`src/rtl/lnk_tx_pkg.sv`:
```
// Shared definitions for the transition-coded link transmitter.
// Assumes: nothing beyond IEEE 1800-2017.
package lnk_tx_pkg;

    // Which kind of pending command won arbitration in a cycle.
    typedef enum logic [1:0] {
        PICK_NONE    = 2'd0,
        PICK_EDGE    = 2'd1,
        PICK_REFRESH = 2'd2
    } pick_e;

    // Bit width able to hold the values 0 .. n-1 (at least one bit).
    function automatic int unsigned idx_w(int unsigned n);
        return (n > 1) ? $clog2(n) : 1;
    endfunction

endpackage

```
`src/rtl/lnk_tx_front.sv`:
```
// Per-channel input stage: two-flop synchroniser, minimum-width filter,
// enable freeze and edge pulse.
// Assumes: MIN_PULSE >= 1; en_rise_i is high only on the first enabled cycle.
module lnk_tx_front #(
    parameter int MIN_PULSE = 3
) (
    input  logic clk,
    input  logic rst_n,
    input  logic pin_i,
    input  logic en_i,
    input  logic en_rise_i,
    output logic lvl_o,
    output logic edge_o
);
    import lnk_tx_pkg::*;

    localparam int CW = idx_w(MIN_PULSE);
    localparam logic [CW-1:0] HOLD_LAST = CW'(MIN_PULSE - 1);

    logic [1:0]    sync_q;
    logic          sync_lvl;
    logic [CW-1:0] stable_cnt;

    assign sync_lvl = sync_q[1];

    // Bring the asynchronous pin into the clock domain.
    always_ff @(posedge clk) begin
        if (!rst_n) sync_q <= 2'b00;
        else        sync_q <= {sync_q[0], pin_i};
    end

    // Accept a new level after it has been stable MIN_PULSE clocks; freeze when disabled.
    always_ff @(posedge clk) begin
        if (!rst_n) begin
            lvl_o      <= 1'b0;
            edge_o     <= 1'b0;
            stable_cnt <= '0;
        end else begin
            edge_o <= 1'b0;
            if (en_rise_i) begin
                lvl_o      <= sync_lvl;
                stable_cnt <= '0;
            end else if (!en_i || (sync_lvl == lvl_o)) begin
                stable_cnt <= '0;
            end else if (stable_cnt == HOLD_LAST) begin
                lvl_o      <= sync_lvl;
                edge_o     <= 1'b1;
                stable_cnt <= '0;
            end else begin
                stable_cnt <= stable_cnt + 1'b1;
            end
        end
    end

    // a disabled stage never moves its held level.
    assert_freeze_R6: assert property (@(posedge clk) disable iff (!rst_n)
        !en_i |=> $stable(lvl_o));

    // an edge pulse always coincides with a real level change.
    assert_edge_moves_R2: assert property (@(posedge clk) disable iff (!rst_n)
        edge_o |-> !$stable(lvl_o));

endmodule

```
`src/rtl/lnk_tx_refresh.sv`:
```
// Background scan: every PERIOD clocks, requests a level refresh for each
// channel that showed no accepted transition during the window.
// Assumes: PERIOD >= 2; edge_i pulses one clock per accepted transition.
module lnk_tx_refresh #(
    parameter int NUM_CH = 5,
    parameter int PERIOD = 625
) (
    input  logic              clk,
    input  logic              rst_n,
    input  logic [NUM_CH-1:0] edge_i,
    output logic [NUM_CH-1:0] req_o
);
    import lnk_tx_pkg::*;

    localparam int TW = idx_w(PERIOD);
    localparam logic [TW-1:0] LAST_TICK = TW'(PERIOD - 1);

    logic [TW-1:0]     tick_q;
    logic [NUM_CH-1:0] busy_q;

    // Run the window timer, track activity and emit refresh requests at wrap.
    always_ff @(posedge clk) begin
        if (!rst_n) begin
            tick_q <= '0;
            busy_q <= '0;
            req_o  <= '0;
        end else begin
            req_o <= '0;
            if (tick_q == LAST_TICK) begin
                tick_q <= '0;
                req_o  <= ~(busy_q | edge_i);
                busy_q <= '0;
            end else begin
                tick_q <= tick_q + 1'b1;
                busy_q <= busy_q | edge_i;
            end
        end
    end

    // the window timer stays inside its period.
    assert_tick_range_R4: assert property (@(posedge clk) disable iff (!rst_n)
        tick_q <= LAST_TICK);

    // refresh requests are single-cycle pulses, once per window.
    assert_req_pulse_R4: assert property (@(posedge clk) disable iff (!rst_n)
        (|req_o) |=> !(|req_o));

endmodule

```
`src/rtl/lnk_tx_arb.sv`:
```
// Pending-command store and arbiter with a registered valid/ready output.
// Edge commands beat refresh commands; lowest index wins within a kind.
// Assumes: lvl_i already reflects any edge flagged on edge_i.
module lnk_tx_arb #(
    parameter int NUM_CH = 5,
    parameter int CH_W   = 3
) (
    input  logic              clk,
    input  logic              rst_n,
    input  logic [NUM_CH-1:0] edge_i,
    input  logic [NUM_CH-1:0] ref_i,
    input  logic              ref_all_i,
    input  logic [NUM_CH-1:0] lvl_i,
    input  logic              cmd_ready_i,
    output logic              cmd_valid_o,
    output logic [CH_W-1:0]   cmd_ch_o,
    output logic              cmd_lvl_o
);
    import lnk_tx_pkg::*;

    logic [NUM_CH-1:0] pend_edge_q, pend_ref_q;
    logic [NUM_CH-1:0] grant;
    logic [CH_W-1:0]   grant_idx;
    pick_e             pick;
    logic              load;

    // Pick the lowest pending edge channel, else the lowest pending refresh channel.
    always_comb begin
        grant     = '0;
        grant_idx = '0;
        pick      = PICK_NONE;
        for (int i = NUM_CH - 1; i >= 0; i--) begin
            if (pend_ref_q[i]) begin
                grant_idx = CH_W'(i);
                pick      = PICK_REFRESH;
            end
        end
        for (int i = NUM_CH - 1; i >= 0; i--) begin
            if (pend_edge_q[i]) begin
                grant_idx = CH_W'(i);
                pick      = PICK_EDGE;
            end
        end
        if (pick != PICK_NONE) grant[grant_idx] = 1'b1;
    end

    assign load = !cmd_valid_o || cmd_ready_i;

    // Record new requests and retire the granted channel of both kinds.
    always_ff @(posedge clk) begin
        if (!rst_n) begin
            pend_edge_q <= '0;
            pend_ref_q  <= '1;
        end else begin
            pend_edge_q <= (pend_edge_q | edge_i) & ~(load ? grant : '0);
            pend_ref_q  <= (pend_ref_q | ref_i | {NUM_CH{ref_all_i}})
                           & ~(load ? grant : '0);
        end
    end

    // Present the granted command, holding it until accepted.
    always_ff @(posedge clk) begin
        if (!rst_n) begin
            cmd_valid_o <= 1'b0;
            cmd_ch_o    <= '0;
            cmd_lvl_o   <= 1'b0;
        end else if (load) begin
            cmd_valid_o <= (pick != PICK_NONE);
            if (pick != PICK_NONE) begin
                cmd_ch_o  <= grant_idx;
                cmd_lvl_o <= lvl_i[grant_idx];
            end
        end
    end

    // at most one channel granted per cycle.
    assert_one_grant_R9: assert property (@(posedge clk) disable iff (!rst_n)
        $onehot0(grant));

    // a stalled command holds still.
    assert_hold_R10: assert property (@(posedge clk) disable iff (!rst_n)
        (cmd_valid_o && !cmd_ready_i) |=>
            (cmd_valid_o && $stable(cmd_ch_o) && $stable(cmd_lvl_o)));

endmodule

```
`src/rtl/edge_link_tx.sv`:
```
// Top of the transition-coded link transmitter: per-channel input stages,
// background refresh scan and command arbiter.
// Assumes: en_i and cmd_ready_i are synchronous to clk; pins_i may be asynchronous.
module edge_link_tx #(
    parameter int NUM_CH         = 5,
    parameter int CH_W           = (NUM_CH > 1) ? $clog2(NUM_CH) : 1,
    parameter int MIN_PULSE      = 4,
    parameter int REFRESH_CYCLES = 625
) (
    input  logic              clk,
    input  logic              rst_n,
    input  logic              en_i,
    input  logic [NUM_CH-1:0] pins_i,
    input  logic              cmd_ready_i,
    output logic              cmd_valid_o,
    output logic [CH_W-1:0]   cmd_ch_o,
    output logic              cmd_lvl_o
);
    logic              en_q;
    logic              en_rise;
    logic [NUM_CH-1:0] lvl;
    logic [NUM_CH-1:0] edge_pulse;
    logic [NUM_CH-1:0] ref_req;

    // Remember last cycle's enable to find its rising edge.
    always_ff @(posedge clk) begin
        if (!rst_n) en_q <= 1'b1;
        else        en_q <= en_i;
    end

    assign en_rise = en_i && !en_q;

    for (genvar g = 0; g < NUM_CH; g++) begin : g_front
        lnk_tx_front #(.MIN_PULSE(MIN_PULSE)) u_front (
            .clk       (clk),
            .rst_n     (rst_n),
            .pin_i     (pins_i[g]),
            .en_i      (en_i),
            .en_rise_i (en_rise),
            .lvl_o     (lvl[g]),
            .edge_o    (edge_pulse[g])
        );
    end

    lnk_tx_refresh #(.NUM_CH(NUM_CH), .PERIOD(REFRESH_CYCLES)) u_refresh (
        .clk    (clk),
        .rst_n  (rst_n),
        .edge_i (edge_pulse),
        .req_o  (ref_req)
    );

    lnk_tx_arb #(.NUM_CH(NUM_CH), .CH_W(CH_W)) u_arb (
        .clk         (clk),
        .rst_n       (rst_n),
        .edge_i      (edge_pulse),
        .ref_i       (ref_req),
        .ref_all_i   (en_rise),
        .lvl_i       (lvl),
        .cmd_ready_i (cmd_ready_i),
        .cmd_valid_o (cmd_valid_o),
        .cmd_ch_o    (cmd_ch_o),
        .cmd_lvl_o   (cmd_lvl_o)
    );

    // the presented channel index is always a real channel.
    assert_ch_range_R1: assert property (@(posedge clk) disable iff (!rst_n)
        cmd_valid_o |-> (int'(cmd_ch_o) < NUM_CH));

endmodule

```
`config.mk`:
```
export PLATFORM = sky130hd
export DESIGN_NAME = edge_link_tx
export DESIGN_NICKNAME = d
export VERILOG_FILES = /design/src/rtl/lnk_tx_pkg.sv /design/src/rtl/lnk_tx_front.sv /design/src/rtl/lnk_tx_refresh.sv /design/src/rtl/lnk_tx_arb.sv /design/src/rtl/edge_link_tx.sv
export SDC_FILE = /design/constraint.sdc
export NUM_CORES = 1
export LEC_CHECK = 0
export CORE_MARGIN = 2
export CORE_UTILIZATION = 47
export CTS_CLUSTER_SIZE = 20
export DETAILED_ROUTE_END_ITERATION = 8
export PLACE_DENSITY = 0.65
export SLEW_MARGIN = 15
export SYNTH_ARGS = -nofsm -noshare
export SYNTH_HDL_FRONTEND = slang
export SYNTH_SLANG_ARGS = --single-unit
```
`constraint.sdc`:
```
create_clock -name clk -period 2 [get_ports clk]
set_clock_uncertainty 0.2 [all_clocks]
set_input_delay 0.2 -clock clk [delete_from_list [all_inputs] [get_ports clk]]
set_output_delay 0.2 -clock clk [all_outputs]
set_load 0.005 [all_outputs]
```
# --- Word-level counts from Yosys, hierarchy flattened ---
# Index checks and enable logic that the tools add are counted.
op_classes:
  eq_ne: 16
  muxes: 46
  n_lt_le_gt_ge: 2
  n_addsub: 6
  bitwise: 9
  reduce_logical: 35
op_table:
  columns: ["operator", "count"]
  rows:
  - ["3-bit two-way mux", 10]
  - ["1-bit two-way mux", 22]
  - ["2-bit two-way mux", 10]
  - ["5-bit bitwise OR", 4]
  - ["4-bit OR reduction", 5]
  - ["3-bit OR reduction", 5]
  - ["2-bit AND reduction", 7]
  - ["2-bit nonzero test", 6]
  - ["10-bit by 1-bit adder with 10-bit output (second input constant)", 1]
  - ["2-bit by 1-bit adder with 2-bit output (second input constant)", 5]
  - ["5-bit AND", 2]
  - ["10-bit equality test (second input constant)", 1]
  - ["2-bit equality test (second input constant)", 5]
  - ["5-bit two-way mux", 2]
  - ["2-bit by 1-bit != test with 1-bit output (second input constant)", 5]
  - ["5-bit inverter", 2]
  - ["1-bit logical OR", 6]
  - ["1-bit equality test", 5]
  - ["3-bit by 4-bit less-than comparator with 1-bit output (second input constant)", 1]
  - ["1-bit binary-select mux with 3-bit select", 1]
  - ["1-bit demux with 3-bit select", 1]
  - ["3-bit by 1-bit >= comparator with 1-bit output (second input constant)", 1]
  - ["1-bit zero test", 3]
  - ["1-bit logical AND", 2]
  - ["2 further kinds", 2]
totals:
  out_inout_bits: 5
  elab_cells: 143
  inputBits: 9
  ff_bits: 66

# --- Depth between registers and ports, before layout ---
logic_depth:
  depth_word: 18
  ltp_mapped: 8

# --- By module ---
# A second synthesis with hierarchy kept.
unflattened:
  hier_cells: 258
  area_unflattened_um2: 2586.2
modules_own_cells:
  columns: ["module", "area_per_inst_um2", "n_inst", "seq_area_each_um2", "cells_per_inst"]
  rows:
  - ["lnk_tx_front", 217.7, 5, 120.1, 19]
  - ["lnk_tx_refresh", 764.5, 1, 400.4, 78]
  - ["lnk_tx_arb", 693.2, 1, 300.3, 82]
  - ["edge_link_tx", 40.0, 1, 20.0, 3]

# --- Worst setup path before layout ---
# No wires, ideal clock.
synth_timing:
  path_type: "reg-to-reg"
  startpoint: "reg u_arb.pend_ref_q[1]"
  endpoint: "reg u_arb.cmd_lvl_o"
  setup_time_ps: 132
  setup_slack_ps: 271
  required_ps: 1668
  period_less_slack_ps: 1729
  path_stages_with_launch: 6
  arrival_ps: 1398
  cell_sequence: "dfxtp_1 or4_4 o22ai_2 inv_2 a221oi_2 o311ai_1"
synth_via:
  elab_chain_len: 9
  elab_cells_between_ends: 18
  classes_between: "mux: 16; reduce/logical: 2"
synth_lines:
  columns: ["element", "line", "source"]
  rows:
  - ["from (decl)", "lnk_tx_arb.sv:21", "logic [NUM_CH-1:0] pend_edge_q, pend_ref_q;"]
  - ["from (signal assigned)", "lnk_tx_arb.sv:56", "pend_ref_q <= (pend_ref_q | ref_i | {NUM_CH{ref_all_i}})"]
  - ["3-bit two-way mux or 2-bit two-way mux (tied branches) (2 in a row)", "lnk_tx_arb.sv:33", "if (pend_ref_q[i]) begin"]
  - ["3-bit two-way mux or 2-bit two-way mux (tied branches) (5 in a row)", "lnk_tx_arb.sv:39", "if (pend_edge_q[i]) begin"]
  - ["1-bit binary-select mux with 3-bit select or 2-bit nonzero test (tied branches)", "lnk_tx_arb.sv:71, lnk_tx_arb.sv:69", null]
  - ["1-bit two-way mux (not written as such) or 2-bit AND reduction (tied branches)", null, null]
  - ["to (signal assigned)", "lnk_tx_arb.sv:71", "cmd_lvl_o <= lvl_i[grant_idx];"]
  - ["to (decl)", "lnk_tx_arb.sv:17", "output logic cmd_lvl_o"]
# Several ways; a longest one is shown, not always the timed one. The select of a mux whose other input is x is not followed.
# A chain may end at the register's enable or synchronous reset.

# --- Final worst setup path ---
# Same ends and word-level chain as after synthesis.

==> flow_metrics.py <==
metrics = {
    "worst_setup_path": {
        "worstSetupStartpoint": "u_arb.pend_ref_q[1]",
        "cp-start-kind": "flop",
        "rr_startpoint": "u_arb.pend_ref_q[1]",
        "critPathRequiredTime_ns": 2.02,
        "critPathCaptureType": "flop",
        "critPathKind": "reg -> reg",
        "cp_max_fo": 5,
        "arrival_ns": 1.84,
    },
    "layout": {
        "layout-drive-gt1-share_pct": 9.19,
        "final_cell_mix": "dfxtp_1, nor2_1, nor3_1",
        "stdcell_area_um2": 2850,
        "n_antenna_cell": 0,
        "nNetsFinal": 295,
        "area_delta_synth_final_pct": 17.7,
        "seq_area_um2": 1320,
        "final_common_cell": "dfxtp_1",
        "multi_input_area_um2": 1050,
        "fill_cells": 469,
    },
    "place": {
        "portBuffers": 13,
        "hpwl_um": 3170,
        "pre_cts_ws_ns": 0.177,
        "gp_congestion": 0.872,
        "place_area_um2": 2640,
    },
    "global_route": {
        "antenna_found_initial": 0,
        "grt_max_degree": 29,
        "grt_pass1_wl_um": 7370,
        "track_usage_pct": 17.6,
        "grt_pass1_vias": 1650,
        "grt-ovfl-total": 0,
    },
    "clock_tree": {
        "hold_buffers": 0,
        "clock_path_buffers": 2,
        "cts.repair.resized": 0,
        "tritoncts": "done",
        "post_cts_buffers": 0,
        "cts.clk_slew.worst_paths_ns": 0.07,
        "clkLatencyLatePin_ns": 0.34,
        "cts-root-buf": "clkbuf_8",
        "numCtsBuffers": 9,
        "numClockSinks": 66,
        "h-tree-depth": 3,
    },
    "run_status": {
        "status": "finished, final reports clean",
    },
    "pwr": {
        "p_leak_nw": 1.20,
        "p_per_area_nw_per_um2": 939,
        "peakVddDrop_v": 0.000667,
    },
    "detailed_routing": {
        "drt-initial-drc-count": 79,
        "drtAntennaViolNets": 0,
        "drc": 0,
        "routed_wl_um": 4380,
        "dr.pass1.iters": 4,
        "viasPerCell": 5.01,
        "vias": 1768,
        "route.detailed.wl_per_inst_um": 12.4,
    },
    "synthesis": {
        "syn_inst": 257,
        "ys_ff_latch": 66,
        "avgSynthCellArea_um2": 9.41,
        "yosysWarnings": 0,
        "syn-cell-area_um2": 2420,
        "synth.distinct_cells": 31,
        "synth_seq_area_share_pct": 54.6,
        "synth_fp_nets": 273,
    },
    "sta": {
        "worst_pin_slew_ns": 0.455,
        "relSlewSlack_pct": 69.6,
        "hold_violations": 0,
        "maxSlewViolCount": 0,
        "final.min_clock_period_ns": 1.81,
        "rsz0062_at_grt": "false",
        "setup_viol": 0,
        "setup-tns-final_ns": 0,
        "period_share_pct": 90.7,
        "whs_ns": 0.216,
        "max_freq_mhz": 551,
        "finalWorstSetupSlack_ns": 0.186,
    },
    "floorplan": {
        "rows": 26,
        "pin_count": 14,
        "die_y_um": 75.7,
        "start_util_pct": 48.0,
        "dieArea_um2": 5740,
        "design.core.area_um2": 5040,
        "die_w_um": 75.7,
    },
    "min_path": {
        "worstHoldStart": "u_refresh.busy_q[2]",
        "hp-class": "reg -> reg",
    },
    "flow_run": {
        "max_cap_violations": 0,
    },
}
## kinds of logic after synthesis
family | share of synthesized area [%]
multiplexers | 2.07
AND/OR/NAND/NOR | 26.2
buffers and inverters | 1.76
AO/OA/AOI/OAI | 7.04
XOR/XNOR | 4.71
flip-flops | 54.6
adder cells (fa/ha/maj) | 3.62
## where the power goes
| part | internal (mW) | total [mW] | switching, mW |
|---|---|---|---|
| Clock | 0.692 | 1.18 | 0.491 |
| Combinational | 0.0611 | 0.126 | 0.0647 |
| Sequential | 1.34 | 1.36 | 0.0218 |
## per-layer routing
layer / share of wire (%) / vias to the layer above / global-route usage, %
met5: 0 / - / 0
met4: 1.2 / 0 / 5.85
met3: 3.7 / 4 / 7.54
met2: 45 / 19 / 27.9
met1: 50 / 827 / 21.7
li1: - / 918 / -
## critical path, cell delays in order (launching register included)
cell and delay, ns:
dfxtp_1 0.35, or4_4 0.54, o22ai_2 0.18, inv_2 0.05
a221oi_2 0.26, o311ai_1 0.12
## cells in the mapped netlist
cell / n / share of area, %
a21oi_1: 6 / 1.2
a221oi_2: 1 / 0.62
a41o_1: 1 / 0.41
and2_1: 11 / 2.8
and3_1: 9 / 2.3
buf_2: 1 / 0.21
clkbuf_1: 4 / 0.62
clkinv_1: 1 / 0.16
dfxtp_1: 66 / 55
ha_1: 7 / 3.6
inv_1: 4 / 0.62
inv_2: 1 / 0.16
mux2i_1: 5 / 2.1
nand2_1: 14 / 2.2
nand2b_1: 2 / 0.52
nand3_1: 9 / 1.9
nand4b_1: 1 / 0.36
nor2_1: 42 / 6.5
nor2b_1: 4 / 1.0
nor3_1: 20 / 4.1
nor3b_1: 6 / 1.9
nor4_1: 3 / 0.78
o21ai_0: 16 / 3.3
o21bai_1: 1 / 0.31
o22ai_1: 1 / 0.26
o22ai_2: 1 / 0.52
o311ai_1: 1 / 0.36
or2_2: 5 / 1.3
or4_4: 1 / 0.47
xnor2_1: 4 / 1.4
xor2_1: 9 / 3.3
## metrics by stage
step | total power, mW | utilization [%] | instances
3_5_place_dp | 1.52 | 52.3 | 338
4_1_cts | 2.70 | 56.5 | 353
6_report | 2.67 | 56.5 | 353
5_1_grt | 2.78 | 56.5 | 353
3_3_place_gp | 1.52 | 52.3 | 338
2_1_floorplan | 1.47 | - | 257
## area by class of cell
cell class	count	area share (%)
Clock inverter	5	2.81
Timing Repair Buffer	16	5.36
Multi-Input combinational cell	180	37.1
Clock buffer	10	4.48
Sequential cell	66	46.4
Inverter	6	0.791
Tap cell	70	3.08
## worst paths after layout
| path | to | slack [ns] | cells after the start |
|---|---|---|---|
| min reg2reg | u_refresh.req_o[2] | 0.22 | 1 |
| min | u_refresh.req_o[2] | 0.22 | 1 |
| max | u_arb.cmd_lvl_o | 0.19 | 5 |
| max reg2reg | u_arb.cmd_lvl_o | 0.19 | 5 |
## sequential cells by signal, summed over array words and instances, names as in the netlist, 3 cells and up
name and flops:
g_front.u_front.lvl_o 5, u_refresh.tick_q 10, u_arb.pend_ref_q 5, u_refresh.busy_q 5, g_front.u_front.sync_q 10, u_arb.cmd_ch_o 3, u_refresh.req_o 5, u_arb.pend_edge_q 5
g_front.u_front.edge_o 5, g_front.u_front.stable_cnt 10
No activity file was read; power rests on OpenSTA's default activity.
